[src/rtl/adc_seq_pkg.sv]
`timescale 1ns/1ps
package adc_seq_pkg;

  typedef enum logic [2:0] {
    ST_IDLE,
    ST_WAIT,
    ST_STROBE,
    ST_CONVERT,
    ST_RSETUP,
    ST_READ,
    ST_RECOVER
  } seq_state_e;

  // nanoseconds to clock cycles, rounded up, never below one cycle
  function automatic int unsigned ns2cyc(input int unsigned ns, input int unsigned clk_ns);
    int unsigned c;
    c = (ns + clk_ns - 1) / clk_ns;
    return (c == 0) ? 1 : c;
  endfunction

  function automatic int unsigned umax(input int unsigned a, input int unsigned b);
    return (a > b) ? a : b;
  endfunction

endpackage

[src/rtl/adc_eoc_sync.sv]
`timescale 1ns/1ps
module adc_eoc_sync #(
  parameter int unsigned STAGES = 2
) (
  input  logic clk,
  input  logic rst,
  input  logic async_i,
  output logic rise_o
);
  logic [STAGES:0] sh;

  always_ff @(posedge clk) begin
    if (rst) sh <= '0;
    else     sh <= {sh[STAGES-1:0], async_i};
  end

  assign rise_o = sh[STAGES-1] & ~sh[STAGES];
endmodule

[src/rtl/adc_seq_timer.sv]
`timescale 1ns/1ps
module adc_seq_timer #(
  parameter int unsigned W = 12
) (
  input  logic         clk,
  input  logic         rst,
  input  logic         load_i,
  input  logic [W-1:0] val_i,
  output logic         done_o
);
  logic [W-1:0] cnt;

  always_ff @(posedge clk) begin
    if (rst)              cnt <= '0;
    else if (load_i)      cnt <= val_i;
    else if (cnt != '0)   cnt <= cnt - 1'b1;
  end

  assign done_o = (cnt == '0);
endmodule

[src/rtl/adc_seq_ctrl.sv]
`timescale 1ns/1ps
module adc_seq_ctrl
  import adc_seq_pkg::*;
#(
  parameter int unsigned DATA_W     = 8,
  parameter int unsigned CHAN_W     = 3,
  parameter int unsigned TW         = 12,
  parameter int unsigned SETTLE_C   = 25,
  parameter int unsigned WAKESET_C  = 3125,
  parameter int unsigned CONVLOW_C  = 3,
  parameter int unsigned TIMEOUT_C  = 128,
  parameter int unsigned RSETUP_C   = 2,
  parameter int unsigned RDLOW_C    = 4,
  parameter int unsigned RDGAP_C    = 4
) (
  input  logic              clk,
  input  logic              rst,
  input  logic              req_i,
  input  logic [CHAN_W-1:0] chan_i,
  input  logic              auto_pd_i,
  input  logic              eoc_rise_i,
  input  logic [DATA_W-1:0] db_i,
  input  logic              tmr_done_i,
  output logic              tmr_load_o,
  output logic [TW-1:0]     tmr_val_o,
  output logic              busy_o,
  output logic              smp_valid_o,
  output logic [DATA_W-1:0] smp_data_o,
  output logic [CHAN_W-1:0] smp_chan_o,
  output logic              err_o,
  output logic [CHAN_W-1:0] adc_addr_o,
  output logic              adc_convst_n_o,
  output logic              adc_cs_n_o,
  output logic              adc_rd_n_o
);
  seq_state_e state;
  logic       asleep_q;
  logic       mode_q;

  // timer reload values for the state being entered
  always_comb begin
    tmr_load_o = 1'b0;
    tmr_val_o  = '0;
    case (state)
      ST_IDLE: if (req_i) begin
        tmr_load_o = 1'b1;
        tmr_val_o  = asleep_q ? TW'(WAKESET_C - 1) : TW'(SETTLE_C - 1);
      end
      ST_WAIT: if (tmr_done_i) begin
        tmr_load_o = 1'b1;
        tmr_val_o  = TW'(CONVLOW_C - 1);
      end
      ST_STROBE: if (tmr_done_i) begin
        tmr_load_o = 1'b1;
        tmr_val_o  = TW'(TIMEOUT_C - 1);
      end
      ST_CONVERT: if (eoc_rise_i) begin
        tmr_load_o = 1'b1;
        tmr_val_o  = TW'(RSETUP_C - 1);
      end
      ST_RSETUP: if (tmr_done_i) begin
        tmr_load_o = 1'b1;
        tmr_val_o  = TW'(RDLOW_C - 1);
      end
      ST_READ: if (tmr_done_i) begin
        tmr_load_o = 1'b1;
        tmr_val_o  = TW'(RDGAP_C - 1);
      end
      default: ;
    endcase
  end

  always_ff @(posedge clk) begin
    if (rst) begin
      state          <= ST_IDLE;
      asleep_q       <= 1'b1;
      mode_q         <= 1'b0;
      adc_addr_o     <= '0;
      adc_convst_n_o <= 1'b1;
      adc_cs_n_o     <= 1'b1;
      adc_rd_n_o     <= 1'b1;
      smp_valid_o    <= 1'b0;
      smp_data_o     <= '0;
      smp_chan_o     <= '0;
      err_o          <= 1'b0;
    end else begin
      smp_valid_o <= 1'b0;
      err_o       <= 1'b0;
      case (state)
        ST_IDLE: if (req_i) begin
          adc_addr_o     <= chan_i;
          mode_q         <= auto_pd_i;
          adc_convst_n_o <= 1'b1;
          state          <= ST_WAIT;
        end
        ST_WAIT: if (tmr_done_i) begin
          adc_convst_n_o <= 1'b0;
          asleep_q       <= 1'b0;
          state          <= ST_STROBE;
        end
        ST_STROBE: if (tmr_done_i) begin
          if (!mode_q) adc_convst_n_o <= 1'b1;
          state <= ST_CONVERT;
        end
        ST_CONVERT: begin
          if (eoc_rise_i) begin
            asleep_q   <= mode_q;
            adc_cs_n_o <= 1'b0;
            state      <= ST_RSETUP;
          end else if (tmr_done_i) begin
            err_o    <= 1'b1;
            asleep_q <= 1'b1;
            state    <= ST_IDLE;
          end
        end
        ST_RSETUP: if (tmr_done_i) begin
          adc_rd_n_o <= 1'b0;
          state      <= ST_READ;
        end
        ST_READ: if (tmr_done_i) begin
          smp_data_o  <= db_i;
          smp_chan_o  <= adc_addr_o;
          smp_valid_o <= 1'b1;
          adc_rd_n_o  <= 1'b1;
          adc_cs_n_o  <= 1'b1;
          state       <= ST_RECOVER;
        end
        ST_RECOVER: if (tmr_done_i) state <= ST_IDLE;
        default: state <= ST_IDLE;
      endcase
    end
  end

  assign busy_o = (state != ST_IDLE);
endmodule

[src/rtl/adc_host_seq.sv]
`timescale 1ns/1ps
module adc_host_seq
  import adc_seq_pkg::*;
#(
  parameter int unsigned DATA_W       = 8,
  parameter int unsigned CHAN_W       = 3,
  parameter int unsigned CLK_NS       = 8,
  parameter int unsigned SETTLE_NS    = 200,
  parameter int unsigned CONV_LOW_NS  = 20,
  parameter int unsigned RD_SETUP_NS  = 10,
  parameter int unsigned RD_LOW_NS    = 30,
  parameter int unsigned RD_ACCESS_NS = 20,
  parameter int unsigned RD_GAP_NS    = 30,
  parameter int unsigned WAKE_INT_NS  = 25000,
  parameter int unsigned WAKE_EXT_NS  = 1000,
  parameter bit          EXT_REF      = 1'b0,
  parameter int unsigned EOC_TIMEOUT  = 128,
  parameter int unsigned SYNC_STAGES  = 2
) (
  input  logic              clk,
  input  logic              rst,
  input  logic              req_i,
  input  logic [CHAN_W-1:0] chan_i,
  input  logic              auto_pd_i,
  output logic              busy_o,
  output logic              smp_valid_o,
  output logic [DATA_W-1:0] smp_data_o,
  output logic [CHAN_W-1:0] smp_chan_o,
  output logic              err_o,
  output logic [CHAN_W-1:0] adc_addr_o,
  output logic              adc_convst_n_o,
  output logic              adc_cs_n_o,
  output logic              adc_rd_n_o,
  input  logic              adc_eoc_i,
  input  logic [DATA_W-1:0] adc_db_i
);
  localparam int unsigned SETTLE_C  = ns2cyc(SETTLE_NS, CLK_NS);
  localparam int unsigned WAKE_C    = ns2cyc(EXT_REF ? WAKE_EXT_NS : WAKE_INT_NS, CLK_NS);
  localparam int unsigned WAKESET_C = umax(WAKE_C, SETTLE_C);
  localparam int unsigned CONVLOW_C = ns2cyc(CONV_LOW_NS, CLK_NS);
  localparam int unsigned RSETUP_C  = ns2cyc(RD_SETUP_NS, CLK_NS);
  localparam int unsigned RDLOW_C   = umax(ns2cyc(RD_LOW_NS, CLK_NS), ns2cyc(RD_ACCESS_NS, CLK_NS) + 1);
  localparam int unsigned RDGAP_C   = ns2cyc(RD_GAP_NS, CLK_NS);
  localparam int unsigned TIMEOUT_C = umax(EOC_TIMEOUT, 1);
  localparam int unsigned TMAX      = umax(umax(WAKESET_C, TIMEOUT_C),
                                      umax(umax(CONVLOW_C, RSETUP_C), umax(RDLOW_C, RDGAP_C)));
  localparam int unsigned TW        = $clog2(TMAX + 1);

  logic          eoc_rise;
  logic          tmr_load;
  logic [TW-1:0] tmr_val;
  logic          tmr_done;

  adc_eoc_sync #(.STAGES(SYNC_STAGES)) u_sync (
    .clk     (clk),
    .rst     (rst),
    .async_i (adc_eoc_i),
    .rise_o  (eoc_rise)
  );

  adc_seq_timer #(.W(TW)) u_timer (
    .clk    (clk),
    .rst    (rst),
    .load_i (tmr_load),
    .val_i  (tmr_val),
    .done_o (tmr_done)
  );

  adc_seq_ctrl #(
    .DATA_W    (DATA_W),
    .CHAN_W    (CHAN_W),
    .TW        (TW),
    .SETTLE_C  (SETTLE_C),
    .WAKESET_C (WAKESET_C),
    .CONVLOW_C (CONVLOW_C),
    .TIMEOUT_C (TIMEOUT_C),
    .RSETUP_C  (RSETUP_C),
    .RDLOW_C   (RDLOW_C),
    .RDGAP_C   (RDGAP_C)
  ) u_ctrl (
    .clk            (clk),
    .rst            (rst),
    .req_i          (req_i),
    .chan_i         (chan_i),
    .auto_pd_i      (auto_pd_i),
    .eoc_rise_i     (eoc_rise),
    .db_i           (adc_db_i),
    .tmr_done_i     (tmr_done),
    .tmr_load_o     (tmr_load),
    .tmr_val_o      (tmr_val),
    .busy_o         (busy_o),
    .smp_valid_o    (smp_valid_o),
    .smp_data_o     (smp_data_o),
    .smp_chan_o     (smp_chan_o),
    .err_o          (err_o),
    .adc_addr_o     (adc_addr_o),
    .adc_convst_n_o (adc_convst_n_o),
    .adc_cs_n_o     (adc_cs_n_o),
    .adc_rd_n_o     (adc_rd_n_o)
  );
endmodule

[config.mk]
export PLATFORM = sky130hd
export DESIGN_NAME = adc_host_seq
export DESIGN_NICKNAME = d
export VERILOG_FILES = /design/src/rtl/adc_seq_pkg.sv /design/src/rtl/adc_eoc_sync.sv /design/src/rtl/adc_seq_timer.sv /design/src/rtl/adc_seq_ctrl.sv /design/src/rtl/adc_host_seq.sv
export SDC_FILE = /design/constraint.sdc
export NUM_CORES = 1
export LEC_CHECK = 0
export ABC_AREA = 0
export BUFFER_PORTS_ARGS = -buffer_cell sky130_fd_sc_hd__buf_2
export CAP_MARGIN = 20
export CORE_MARGIN = 8
export CORE_UTILIZATION = 50
export CTS_BUF_LIST = sky130_fd_sc_hd__clkbuf_8
export DETAILED_ROUTE_END_ITERATION = 12
export MAX_ROUTING_LAYER = met4
export PLACE_DENSITY_LB_ADDON = 0.3
export SKIP_LAST_GASP = 1
export SYNTH_ARGS = -nofsm -noshare
export SYNTH_HDL_FRONTEND = slang
export SYNTH_HIERARCHICAL = 1
export SYNTH_SLANG_ARGS = --single-unit
[constraint.sdc]
create_clock -name clk -period 3.3 [get_ports clk]
set_input_delay 0.165 -clock clk [delete_from_list [all_inputs] [get_ports clk]]
set_output_delay 0.165 -clock clk [all_outputs]
set_load 0.05 [all_outputs]
Word level (Yosys, flattened, before mapping)

Cells that the tools add are included.

Flip-flop bits (word level): 39
Input bits: 16
Output and inout bits: 20

$add $sub $neg: 1
Equal/unequal tests: 14
Bitwise operators: 4
Multiplexer cells: 32
Reductions and logical operators: 20

Operators by type and width:

| operator                | number |
|---|---|
| $pmux W12 S5            | 1 |
| $mux W12                | 4 |
| $mux W3                 | 7 |
| $pmux W3 S7             | 1 |
| $ne A2 B2 Y1 const B    | 7 |
| $logic_not A12 Y1       | 1 |
| $reduce_bool A12 Y1     | 1 |
| $sub A12 B1 Y12 const B | 1 |
| $mux W1                 | 11 |
| $reduce_and A5 Y1       | 2 |
| $eq A3 B3 Y1 const B    | 3 |
| $reduce_and A3 Y1       | 3 |
| $reduce_bool A2 Y1      | 4 |
| $mux W7                 | 1 |
| $eq A3 B2 Y1 const B    | 2 |
| $pmux W1 S2             | 3 |
| $pmux W1 S3             | 2 |
| $reduce_bool A3 Y1      | 2 |
| $mux W2                 | 2 |
| $reduce_and A2 Y1       | 2 |
| $reduce_or A2 Y1        | 2 |
| $reduce_or A4 Y1        | 1 |
| $eq A3 B1 Y1 const B    | 1 |
| $logic_not A3 Y1        | 1 |
| 4 further kinds         | 6 |

Longest topological paths before layout

Word-level depth: 5
Gate-level depth with buffers: 12

Modules after synthesis

Netlist, hierarchy kept.

Modules (own cells, without submodules):

| module        | cells each | area an instance (µm²) | times used |
|---|---|---|---|
| adc_seq_ctrl  | 118        | 1,094.8                | 1 |
| adc_seq_timer | 93         | 729.4                  | 1 |
| adc_eoc_sync  | 7          | 87.6                   | 1 |

Worst setup path before layout

Ideal clock, no wire load.

Kind: reg-to-reg
From: register u_timer.cnt[0]
To: register u_timer.cnt[9]
Arrival: 2,546 ps
Slack: 634 ps
Clock period less this slack: 2,666 ps
Stages on the path, launching flop included: 13
Setup time: 120 ps
Data required time: 3,180 ps
Cells stage by stage: dfxtp_1 > inv_1 > ha_1 > nor3b_1 > nand3_1 > inv_1 > and2b_4 > nand2_1 > nand4_1 > clkbuf_1 > clkbuf_1 > a21oi_1 > o31a_1

Cells in the longest elaborated chain, start to end: 4
Elaborated cells on any way between the ends: 8
Those cells by class: 1 x add/sub; 4 x mux; 3 x reduce/logical

RTL lines:

| item                                           | line                | source |
|---|---|---|
| start, declared                                | adc_seq_timer.sv:11 | `logic [W-1:0] cnt;` |
| start signal, assigned                         | adc_seq_timer.sv:15 | `else if (load_i) cnt <= val_i;` |
| start signal, assigned                         | adc_seq_timer.sv:16 | `else if (cnt != '0) cnt <= cnt - 1'b1;` |
| $logic_not A12 Y1 *                            | adc_seq_timer.sv:19 | `assign done_o = (cnt == '0);` |
| net tmr_done                                   | adc_host_seq.sv:52  | `logic tmr_done;` |
| $mux W1 *                                      | n/a                 |  |
| $pmux W1 S3 *                                  | adc_seq_ctrl.sv:44  | `case (state)` |
| net tmr_load                                   | adc_host_seq.sv:50  | `logic tmr_load;` |
| $mux W12 or $reduce_bool A2 Y1 (tied branches) | n/a                 |  |

The timed path passes the listed nets; every way through them passes the cells marked *. The select of a mux whose other input is x is not followed.
A chain may end at the register's enable or synchronous reset.

Final worst setup path

From: register u_timer.cnt[0]
To: register u_timer.cnt[11]

The elaborated chain is that of the path after synthesis.

==> impl_metrics.json <==
{
  "cts_root_buffer": "clkbuf_8",
  "synth_cell_types": 48,
  "grt_pass1_wl_mm": 7.038,
  "dieArea_sq_um": 6058,
  "max_freq_ghz": 0.3650,
  "synthCells": 218,
  "ctsResizeCount": 0,
  "grt.total_usage_pct": 14.33,
  "insertion_delay_ns": 0.29,
  "fin_setup_tns_ns": 0,
  "gr-usage-met2_pct": 21.89,
  "cts_tree": "yes",
  "gp_congestion": 0.8435,
  "antenna_found_initial": 0,
  "register_area_sq_um": 780.7,
  "cts_buffers": 5,
  "grt_max_degree": 29,
  "cp.required_ns": 3.45,
  "outcome": "finished clean",
  "synth_area_per_cell_sq_um": 8.770,
  "drt_iter0_markers": 109,
  "setup_viol": 0,
  "stdcell_count": 298,
  "layout.nets": 267,
  "port_buffers": 35,
  "routed_wl_mm": 4.117,
  "ant_nets": 0,
  "nFillCells": 333,
  "synth_area_leaders": "dfxtp_1, mux2i_1, a22o_1",
  "cts_buffer_depth": 2,
  "layout_setup_ws_ns": 0.5600,
  "crit_fanout": 19,
  "use_met3_pct": 3.341,
  "critPathKind": "reg2reg",
  "powerDensity_nw_per_um2": 832.2,
  "via_count": 1594,
  "place_area_sq_um": 2085,
  "initial_utilization_pct": 52.22,
  "fin_crit_ns": 2.740,
  "synth_ff_type": "dfxtp_1",
  "synth_most_common_cell": "dfxtp_1",
  "drv_slew": 0,
  "ys_ff_latch": 39,
  "area_delta_synth_final_pct": 13.48,
  "core_sq_um": 3661,
  "maxCapViolations": 0,
  "worstMarginPinSlew_ns": 0.6665,
  "max_slew_margin_pct": 55.42,
  "drc": 0,
  "io_pins": 36,
  "drive_gt1_share_pct": 23.20,
  "max-vdd-ir-drop_v": 0.0003732,
  "worst_setup_path_end_kind": "flip-flop",
  "firstDrtPassIters": 4,
  "p_leak_nw": 0.9255,
  "multi_input_area_sq_um": 982.2,
  "synth_edf_count": 0,
  "grt_pass1_vias": 1529,
  "start_kind": "flip-flop",
  "cts_setup_buffers": 0,
  "clock_skew_ns": 0.006149,
  "cts_hold_buffers": 0,
  "htreeDepth": 2,
  "die_h_microns": 77.84,
  "hp-class": "in2reg",
  "hpwl_mm": 2.898,
  "ys_seq_area_share_pct": 40.84,
  "worstPathArrival_ns": 2.89,
  "busiest_layer": "met2",
  "ys_warn_count": 6,
  "grt_use_met1_pct": 17.36,
  "netlist_area_sq_um": 1912,
  "rsz0062_at_grt": "no",
  "place_inst": 290,
  "viasPerCell": 5.349,
  "synth-async-reset-ratio_pct": 0,
  "post_drt_wl_per_cell_microns": 13.82,
  "grt_overflow": 0,
  "die_w_microns": 77.84,
  "post-synth-top-area-cell": "dfxtp_1",
  "synthTopCellsByCount": "dfxtp_1, nand2_1, inv_1",
  "num_antenna_cells": 0,
  "cts_sinks": 39,
  "num_rows": 22,
  "period_share_pct": 83.03,
  "final_area_sq_um": 2170,
  "path_clk_slew_ns": 0.08,
  "synth_top_area_share_pct": 40.84,
  "dp_slack_ns": 0.6200,
  "hold_violations": 0
}
-- logic make-up after synthesis --
family | after synthesis | share of synthesized area [%]
AO/OA/AOI/OAI | 55 | 21.40
buffers and inverters | 33 | 8.180
other | 1 | 0.1961
multiplexers | 11 | 5.759
AND/OR/NAND/NOR | 77 | 22.32
flip-flops | 39 | 40.84
adder cells (fa/ha/maj) | 2 | 1.309
-- cell type report --
cell class	instances	share of cell area, %
clock inverters	3	0.7497
flip-flops and latches	39	35.99
inverters	17	2.941
well taps	48	2.768
multi-input cells	148	45.27
repair buffers	38	9.112
clock buffers	5	3.172
-- stage by stage --
stage / power, mW / utilization (%) / hold WS (ns)
3_5_place_dp: 1.496 / 56.94 / 0.3810
3_3_place_gp: 1.499 / 56.94 / 0.3726
6_report: 1.806 / 59.26 / 0.07932
2_1_floorplan: 1.344 / - / 0.2366
5_1_grt: 1.943 / 59.26 / 0.08169
4_1_cts: 1.809 / 59.26 / 0.07481
-- registers in the layout (all words and copies together) (netlist names) --
register,cells
u_ctrl/state,3
u_sync/sh,3
u_ctrl/adc_addr_o,3
u_timer/cnt,12
u_ctrl/adc_convst_n_o,1
u_ctrl/smp_data_o,8
u_ctrl/asleep_q,1
u_ctrl/smp_valid_o,1
u_ctrl/smp_chan_o,3
u_ctrl/adc_rd_n_o,1
u_ctrl/adc_cs_n_o,1
u_ctrl/err_o,1
u_ctrl/mode_q,1
-- per-layer routing --
| layer | up-vias | part of all wire (%) |
|---|---|---|
| met1 | 727 | 49 |
| met3 | 4 | 4.4 |
| li1 | 823 | - |
| met4 | 0 | 1.2 |
| met2 | 40 | 45 |
| met5 | - | 0 |
-- critical path: stages, from the launching register on --
cell and delay [ns]:
dfxtp_1 0.32, inv_1 0.09, ha_1 0.16, nor3b_1 0.49, nand3_1 0.19, inv_1 0.25, nand3b_1 0.17, nand2b_1 0.24
nand4_1 0.10, buf_4 0.23, inv_1 0.15, nor2_1 0.13, a211oi_1 0.06
-- worst paths after layout --
kind / cells past startpoint / end / slack [ns] / startpoint
max: 12 / u_timer/cnt[11] / 0.56 / u_timer/cnt[0]
min reg2reg: 1 / u_sync/sh[1] / 0.45 / u_sync/sh[0]
max reg2reg: 12 / u_timer/cnt[11] / 0.56 / u_timer/cnt[0]
min: 2 / u_ctrl/smp_data_o[6] / 0.08 / adc_db_i[6]
-- placed cells by master (no fill, tap or decap), drive strengths merged, types with 2 or more instances in the layout --
master	netlist	routed
a211oi	4	4
a21oi	12	12
a221oi	5	5
a22o	11	11
a311oi	2	2
and2b	2	2
and3	2	2
buf	13	38
clkbuf	3	5
conb	1	3
dfxtp	39	39
ha	2	2
inv	17	18
mux2i	11	11
nand2	19	19
nand2b	2	2
nand3	2	2
nand3b	4	4
nor2	15	15
nor2b	6	6
nor3	11	11
nor3b	2	2
nor4	4	4
o21ai	12	12
o31a	2	2
or3	2	2
-- power breakdown --
group	switching (mW)	total [mW]	internal [mW]
clock network	0.164	0.308	0.145
registers	0.121	0.689	0.567
logic	0.469	0.809	0.340
Note: power is estimated with default switching activity, not from simulation.
